[src/rtl/ds_dec_pkg.sv]
package ds_dec_pkg;

    localparam int BYTE_W   = 8;
    localparam int HIST_W   = 6;
    localparam int POS_W    = 4;

    // Control-code values, first payload bit is the LSB
    typedef enum logic [1:0] {
        CC_FCT = 2'd0,
        CC_EOP = 2'd1,
        CC_EEP = 2'd2,
        CC_ESC = 2'd3
    } ctl_code_e;

    // Seven-bit alignment tail of a NULL (flag,ctl,ctl,parity,flag,ctl,ctl)
    localparam logic [HIST_W:0] NULL_TAIL = 7'b1110100;

    localparam logic [BYTE_W-1:0] MARK_NORMAL = 8'h00;
    localparam logic [BYTE_W-1:0] MARK_ERROR  = 8'h01;

    // Position index of the final bit of each character kind
    localparam logic [POS_W-1:0] CTRL_LAST = 4'd3;
    localparam logic [POS_W-1:0] DATA_LAST = 4'd9;

    typedef struct packed {
        logic                synced;
        logic                halted;
        logic [HIST_W-1:0]   hist;
        logic [POS_W-1:0]    pos;
        logic                is_ctrl;
        logic                par_run;
        logic                pay_xor;
        logic                esc_pend;
        logic [BYTE_W-1:0]   pay;
    } ds_state_t;

    typedef struct packed {
        logic                fct;
        logic                tcode;
        logic                nchar;
        logic                mark;
        logic                par_bad;
        logic                esc_bad;
        logic [BYTE_W-1:0]   byte_v;
    } ds_evt_t;

    function automatic ds_state_t idle_state();
        ds_state_t s;
        s = '0;
        return s;
    endfunction

    function automatic logic parity_good(logic run, logic flag_bit);
        return (run ^ flag_bit) == 1'b1;
    endfunction

endpackage

[src/rtl/ds_bit_step.sv]
module ds_bit_step
    import ds_dec_pkg::*;
(
    input  ds_state_t cur,
    input  logic      bit_in,
    output ds_state_t nxt,
    output ds_evt_t   ev
);

    ctl_code_e code;

    always_comb begin
        nxt  = cur;
        ev   = '0;
        code = CC_FCT;
        if (!cur.halted) begin
            if (!cur.synced) begin
                nxt.hist = {cur.hist[HIST_W-2:0], bit_in};
                if ({cur.hist, bit_in} == NULL_TAIL) begin
                    nxt.synced   = 1'b1;
                    nxt.pos      = '0;
                    nxt.pay_xor  = 1'b0;
                    nxt.esc_pend = 1'b0;
                end
            end else if (cur.pos == 4'd0) begin
                nxt.par_run = cur.pay_xor ^ bit_in;
                nxt.pos     = 4'd1;
            end else if (cur.pos == 4'd1) begin
                if (!parity_good(cur.par_run, bit_in)) begin
                    nxt.halted = 1'b1;
                    ev.par_bad = 1'b1;
                end else begin
                    nxt.is_ctrl = bit_in;
                    nxt.pos     = 4'd2;
                    nxt.pay_xor = 1'b0;
                    nxt.pay     = '0;
                end
            end else begin
                nxt.pay[3'(cur.pos - 4'd2)] = bit_in;
                nxt.pay_xor = cur.pay_xor ^ bit_in;
                nxt.pos     = cur.pos + 4'd1;
                if (cur.is_ctrl && cur.pos == CTRL_LAST) begin
                    nxt.pos = '0;
                    code    = ctl_code_e'({bit_in, cur.pay[0]});
                    if (cur.esc_pend) begin
                        nxt.esc_pend = 1'b0;
                        if (code != CC_FCT) begin
                            nxt.halted = 1'b1;
                            ev.esc_bad = 1'b1;
                        end
                    end else begin
                        case (code)
                            CC_FCT: ev.fct = 1'b1;
                            CC_EOP: begin
                                ev.nchar  = 1'b1;
                                ev.mark   = 1'b1;
                                ev.byte_v = MARK_NORMAL;
                            end
                            CC_EEP: begin
                                ev.nchar  = 1'b1;
                                ev.mark   = 1'b1;
                                ev.byte_v = MARK_ERROR;
                            end
                            default: nxt.esc_pend = 1'b1;
                        endcase
                    end
                end else if (!cur.is_ctrl && cur.pos == DATA_LAST) begin
                    nxt.pos = '0;
                    ev.byte_v = nxt.pay;
                    if (cur.esc_pend) begin
                        nxt.esc_pend = 1'b0;
                        ev.tcode     = 1'b1;
                    end else begin
                        ev.nchar = 1'b1;
                    end
                end
            end
        end
    end

endmodule

[src/rtl/ds_bit_chain.sv]
module ds_bit_chain
    import ds_dec_pkg::*;
#(
    parameter int CHUNK = 1
) (
    input  ds_state_t        st_in,
    input  logic [CHUNK-1:0] bits,
    output ds_state_t        st_out,
    output ds_evt_t          ev_out
);

    ds_state_t stage [CHUNK+1];
    ds_evt_t   evs   [CHUNK];

    assign stage[0] = st_in;

    for (genvar g = 0; g < CHUNK; g++) begin : g_step
        ds_bit_step u_step (
            .cur    (stage[g]),
            .bit_in (bits[g]),
            .nxt    (stage[g+1]),
            .ev     (evs[g])
        );
    end

    assign st_out = stage[CHUNK];

    // At most one character can complete within four bits, so OR-merge
    always_comb begin
        ev_out = '0;
        for (int i = 0; i < CHUNK; i++) begin
            ev_out = ds_evt_t'(ev_out | evs[i]);
        end
    end

endmodule

[src/rtl/ds_presence_timer.sv]
module ds_presence_timer #(
    parameter int DISC_CLKS = 64
) (
    input  logic clk,
    input  logic rx_en,
    input  logic line_act,
    output logic seen_edge,
    output logic disc_err
);

    localparam int IW = $clog2(DISC_CLKS + 1);
    localparam logic [IW-1:0] LIM = IW'(DISC_CLKS - 1);

    logic [IW-1:0] idle_q;

    always_ff @(posedge clk) begin
        if (!rx_en) begin
            seen_edge <= 1'b0;
            disc_err  <= 1'b0;
            idle_q    <= '0;
        end else if (line_act) begin
            seen_edge <= 1'b1;
            disc_err  <= 1'b0;
            idle_q    <= '0;
        end else if (seen_edge && !disc_err) begin
            if (idle_q == LIM) begin
                disc_err <= 1'b1;
            end else begin
                idle_q <= idle_q + 1'b1;
            end
        end
    end

    assert_disc_needs_edge_R12: assert property (@(posedge clk) disable iff (!rx_en)
        disc_err |-> seen_edge);

    assert_disc_after_quiet_R12: assert property (@(posedge clk) disable iff (!rx_en)
        $rose(disc_err) |-> !$past(line_act));

    assert_edge_sticky_R2: assert property (@(posedge clk) disable iff (!rx_en)
        seen_edge |=> seen_edge);

endmodule

[src/rtl/ds_char_decoder.sv]
module ds_char_decoder
    import ds_dec_pkg::*;
#(
    parameter int CHUNK     = 1,
    parameter int DISC_CLKS = 64
) (
    input  logic             clk,
    input  logic             rx_en,
    input  logic             line_act,
    input  logic             grp_valid,
    input  logic [CHUNK-1:0] grp_bits,
    output logic             seen_edge,
    output logic             seen_null,
    output logic             fct_stb,
    output logic             tcode_stb,
    output logic [1:0]       tcode_flags,
    output logic [5:0]       tcode_value,
    output logic             nchar_stb,
    output logic             nchar_mark,
    output logic [7:0]       nchar_byte,
    output logic             disc_err,
    output logic             par_err,
    output logic             esc_err
);

    ds_state_t st_q;
    ds_state_t st_d;
    ds_evt_t   ev;

    ds_bit_chain #(.CHUNK(CHUNK)) u_chain (
        .st_in  (st_q),
        .bits   (grp_bits),
        .st_out (st_d),
        .ev_out (ev)
    );

    ds_presence_timer #(.DISC_CLKS(DISC_CLKS)) u_timer (
        .clk       (clk),
        .rx_en     (rx_en),
        .line_act  (line_act),
        .seen_edge (seen_edge),
        .disc_err  (disc_err)
    );

    always_ff @(posedge clk) begin
        if (!rx_en) begin
            st_q        <= idle_state();
            fct_stb     <= 1'b0;
            tcode_stb   <= 1'b0;
            nchar_stb   <= 1'b0;
            tcode_flags <= '0;
            tcode_value <= '0;
            nchar_mark  <= 1'b0;
            nchar_byte  <= '0;
            par_err     <= 1'b0;
            esc_err     <= 1'b0;
        end else begin
            fct_stb   <= grp_valid && ev.fct;
            tcode_stb <= grp_valid && ev.tcode;
            nchar_stb <= grp_valid && ev.nchar;
            if (grp_valid) begin
                st_q    <= st_d;
                par_err <= par_err | ev.par_bad;
                esc_err <= esc_err | ev.esc_bad;
                if (ev.tcode) begin
                    tcode_flags <= ev.byte_v[7:6];
                    tcode_value <= ev.byte_v[5:0];
                end
                if (ev.nchar) begin
                    nchar_mark <= ev.mark;
                    nchar_byte <= ev.byte_v;
                end
            end
        end
    end

    assign seen_null = st_q.synced;

    assert_strobe_excl_R13: assert property (@(posedge clk) disable iff (!rx_en)
        $onehot0({fct_stb, tcode_stb, nchar_stb}));

    assert_par_sticky_R10: assert property (@(posedge clk) disable iff (!rx_en)
        par_err |=> par_err);

    assert_par_needs_sync_R10: assert property (@(posedge clk) disable iff (!rx_en)
        par_err |-> seen_null);

    assert_esc_sticky_R9: assert property (@(posedge clk) disable iff (!rx_en)
        esc_err |=> esc_err);

    assert_null_sticky_R3: assert property (@(posedge clk) disable iff (!rx_en)
        seen_null |=> seen_null);

    assert_quiet_after_err_R11: assert property (@(posedge clk) disable iff (!rx_en)
        (par_err || esc_err) |=> !(fct_stb || tcode_stb || nchar_stb));

endmodule

[config.mk]
export PLATFORM = sky130hd
export DESIGN_NAME = ds_char_decoder
export DESIGN_NICKNAME = d
export VERILOG_FILES = /design/src/rtl/ds_dec_pkg.sv /design/src/rtl/ds_bit_step.sv /design/src/rtl/ds_bit_chain.sv /design/src/rtl/ds_presence_timer.sv /design/src/rtl/ds_char_decoder.sv
export SDC_FILE = /design/constraint.sdc
export NUM_CORES = 1
export LEC_CHECK = 0
export ABC_AREA = 1
export BUFFER_PORTS_ARGS = -buffer_cell sky130_fd_sc_hd__buf_2
export CAP_MARGIN = 20
export CORE_ASPECT_RATIO = 1.1
export CORE_MARGIN = 3
export CORE_UTILIZATION = 58
export DETAILED_ROUTE_END_ITERATION = 10
export PLACE_DENSITY = 0.75
export SLEW_MARGIN = 25
export SYNTH_ARGS = -nofsm -noshare
export SYNTH_HDL_FRONTEND = slang
export SYNTH_SLANG_ARGS = --single-unit
export TNS_END_PERCENT = 1
[constraint.sdc]
create_clock -name clk -period 2.1 [get_ports clk]
set_input_delay 0.21 -clock clk [delete_from_list [all_inputs] [get_ports clk]]
set_output_delay 0.21 -clock clk [all_outputs]
set_load 0.005 [all_outputs]
==> impl_metrics.json <==
{
  "layout-drive-gt1-share": 0.145,
  "peakVddDrop_uv": 416,
  "die_area_um2": 5660,
  "maxCapViolCount": 0,
  "antenna_cells": 0,
  "finalPower_mw": 1.83,
  "synthArstFlopShare": 0,
  "htree_levels": 2,
  "crit_path_start_kind": "flop",
  "synthCells": 411,
  "cts_tree": "built",
  "syn_area_um2": 2780,
  "status": "finished clean",
  "cp.arrival_ns": 2.09,
  "area_delta_synth_final_pct": 10.6,
  "die_h_um": 78.6,
  "syn_avg_cell_area_um2": 6.76,
  "rsz0062_at_grt": "no",
  "worst-setup-path-type": "reg -> reg",
  "portBuffers": 29,
  "grt_max_degree": 37,
  "post_drt_wl_per_cell_um": 11.9,
  "synth_edf_count": 0,
  "clock-root-buffer": "clkbuf_8",
  "crit_family": "simple AND/OR/NAND/NOR gates",
  "postRouteAntennaNets": 0,
  "dr_total_vias": 2525,
  "worst_slew_pin_slew_ns": 0.473,
  "critPathRequiredTime_ns": 2.34,
  "cts-buffers-inserted": 5,
  "final_nets": 452,
  "antenna_found_initial": 0,
  "slew_violations": 0,
  "power_leakage_nw": 1.48,
  "fmax_ghz": 0.540,
  "worstSkewPairLatency_ns": 0.31,
  "die_w_um": 72.0,
  "finalCriticalPeriod_ns": 1.85,
  "synthesis.nets": 423,
  "setup_viol": 0,
  "slew_headroom": 0.684,
  "hold_class": "in -> reg",
  "drt-pass1-iter-count": 5,
  "top_level_ports": 30,
  "fin_setup_tns_ns": 0,
  "yosys_warnings": 0,
  "drc": 0,
  "synth.most_common_cell": "nand2_1",
  "cp_cell_sequence": "inv_1 > ha_1 > nand2_4 > nand2_2 > nor2_4 > nand2_2 > inv_2 > o21ai_0 > nor2_1",
  "instances_no_fill": 494,
  "cellPowerDensity_nw_per_um2": 594,
  "yosys.area.top_type": "dfxtp_1",
  "synthTopCellsByArea": "dfxtp_1, nand2_1, nor2_1",
  "clock_skew_ns": 0.00825,
  "clock-sinks": 55,
  "routabilityCongestion": 0.858,
  "overflow": 0,
  "cp_slowest_cell": "dfxtp_1",
  "synth_seq_area_share": 0.396,
  "start_util": 0.626,
  "totalWireLength_mm": 5.86,
  "clk_pin_slew_worst_paths_ns": 0.10,
  "cts_buffer_depth": 2,
  "grt_pass1_vias": 2321,
  "track_usage": 0.226,
  "synth_top_area_share": 0.396,
  "dpl.cell_count": 486,
  "fp.coreArea_um2": 4440,
  "cp_num_buf_inv": 2,
  "rows": 25,
  "synth-main-ff-cell": "dfxtp_1",
  "path_max_fanout": 15,
  "finalHoldViolations": 0,
  "ys_ff_latch": 55,
  "ys_types": 25,
  "via_per_inst": 5.11,
  "fin_crit_sh": 0.881,
  "grt_pass1_wl_mm": 10.3,
  "cpPeakStageDelay_ns": 0.47,
  "synth_top_cells_by_count": "nand2_1, nor2_1, dfxtp_1, inv_1, a21oi_1",
  "first_iter_violations": 231,
  "dp_hpwl_mm": 4.31,
  "crit_path_frequent_cell": "nand2_2",
  "worstSetupEndpointType": "flop"
}
## what timing repair did
| action | CTS | global route |
|---|---|---|
| setup endpoints to repair | 0 | 10 |
| resized for setup | 0 | 1 |
| hold buffers | 0 | 0 |
| setup buffers | 0 | 1 |
## flip-flops by register name, summed over array words and instances (netlist names)
signal	count
par_err	1
nchar_mark	1
u_timer.idle_q	7
st_q	23
tcode_stb	1
seen_null	1
fct_stb	1
esc_err	1
nchar_stb	1
nchar_byte	8
u_timer.seen_edge	1
tcode_value	6
tcode_flags	2
u_timer.disc_err	1
## power by group
part           switching, mW  internal [mW]  total [mW]
Combinational         0.0588         0.0250      0.0838
Sequential           0.00683           1.05        1.06
Clock                  0.335          0.349       0.684
Total                  0.401           1.43        1.83
## cell type report
cell class / instances / area (um^2)
clock buffers: 5 / 68.8
clock inverters: 2 / 37.5
fillers: 402 / 1370
inverters: 45 / 169
multi-input cells: 299 / 1430
flip-flops and latches: 55 / 1100
well taps: 54 / 67.6
repair buffers: 34 / 195
## stage by stage
stage | setup slack, ns | hold WS, ns | cell area, um^2 | util
after global placement | 0.245 | 0.432 | 2950 | 0.663
final | 0.249 | 0.117 | 3070 | 0.692
after detailed placement | 0.195 | 0.447 | 2950 | 0.663
after global routing | 0.0521 | 0.138 | 3070 | 0.692
after CTS | 0.165 | 0.116 | 3050 | 0.687
after floorplan | 0.398 | 0.326 | 2780 | -
## layer usage
layer | GRT usage | up-vias | share of wire
li1 | - | 1344 | -
met1 | 0.296 | 1120 | 0.48
met2 | 0.359 | 53 | 0.46
met3 | 0.0487 | 8 | 0.045
met4 | 0.0940 | 0 | 0.012
met5 | 0 | - | 0
## tightest hold or removal path, cell delays in order
cell and delay [ns]:
buf_2 0.08, nor2_1 0.04, nor2_1 0.07
## worst paths after layout
check | from | slack (ns) | cells past startpoint | endpoint
worst max-delay path | st_q[13] | 0.25 | 9 | nchar_byte[0]
worst min-delay path | line_act | 0.12 | 3 | u_timer.seen_edge
worst max register to register | st_q[13] | 0.25 | 9 | nchar_byte[0]
worst min register to register | u_timer.idle_q[6] | 0.46 | 2 | u_timer.idle_q[6]
## cell usage in the layout, fill, tap and decap left out
| cell type | netlist | routed |
|---|---|---|
| a21oi_1 | 36 | 36 |
| buf_12 | 0 | 1 |
| buf_2 | 3 | 29 |
| buf_4 | 3 | 4 |
| bufinv_16 | 0 | 1 |
| clkbuf_8 | 0 | 5 |
| clkinvlp_4 | 0 | 1 |
| dfxtp_1 | 55 | 54 |
| dfxtp_2 | 0 | 1 |
| ha_1 | 7 | 7 |
| inv_1 | 39 | 39 |
| inv_2 | 6 | 6 |
| nand2_1 | 100 | 100 |
| nand2_2 | 5 | 5 |
| nand2_4 | 3 | 3 |
| nand3_1 | 20 | 20 |
| nand3_2 | 1 | 1 |
| nand3_4 | 1 | 1 |
| nand4_1 | 3 | 3 |
| nor2_1 | 78 | 78 |
| nor2_2 | 1 | 1 |
| nor2_4 | 4 | 4 |
| nor3_1 | 4 | 4 |
| nor3_4 | 1 | 1 |
| o21a_1 | 2 | 2 |
| o21ai_0 | 25 | 25 |
| o21ai_1 | 3 | 3 |
| xor2_1 | 5 | 5 |
## cell families (layout without fill, tap and decap cells)
kind of cell | Yosys count | in the layout | share of synthesized area
buf+inv | 57 | 86 | 0.0878
compound gates | 66 | 66 | 0.121
xor+xnor | 5 | 5 | 0.0158
simple gates | 221 | 221 | 0.348
flops | 55 | 55 | 0.396
fa+ha+maj | 7 | 7 | 0.0315
No activity file was read; power rests on OpenSTA's default activity.
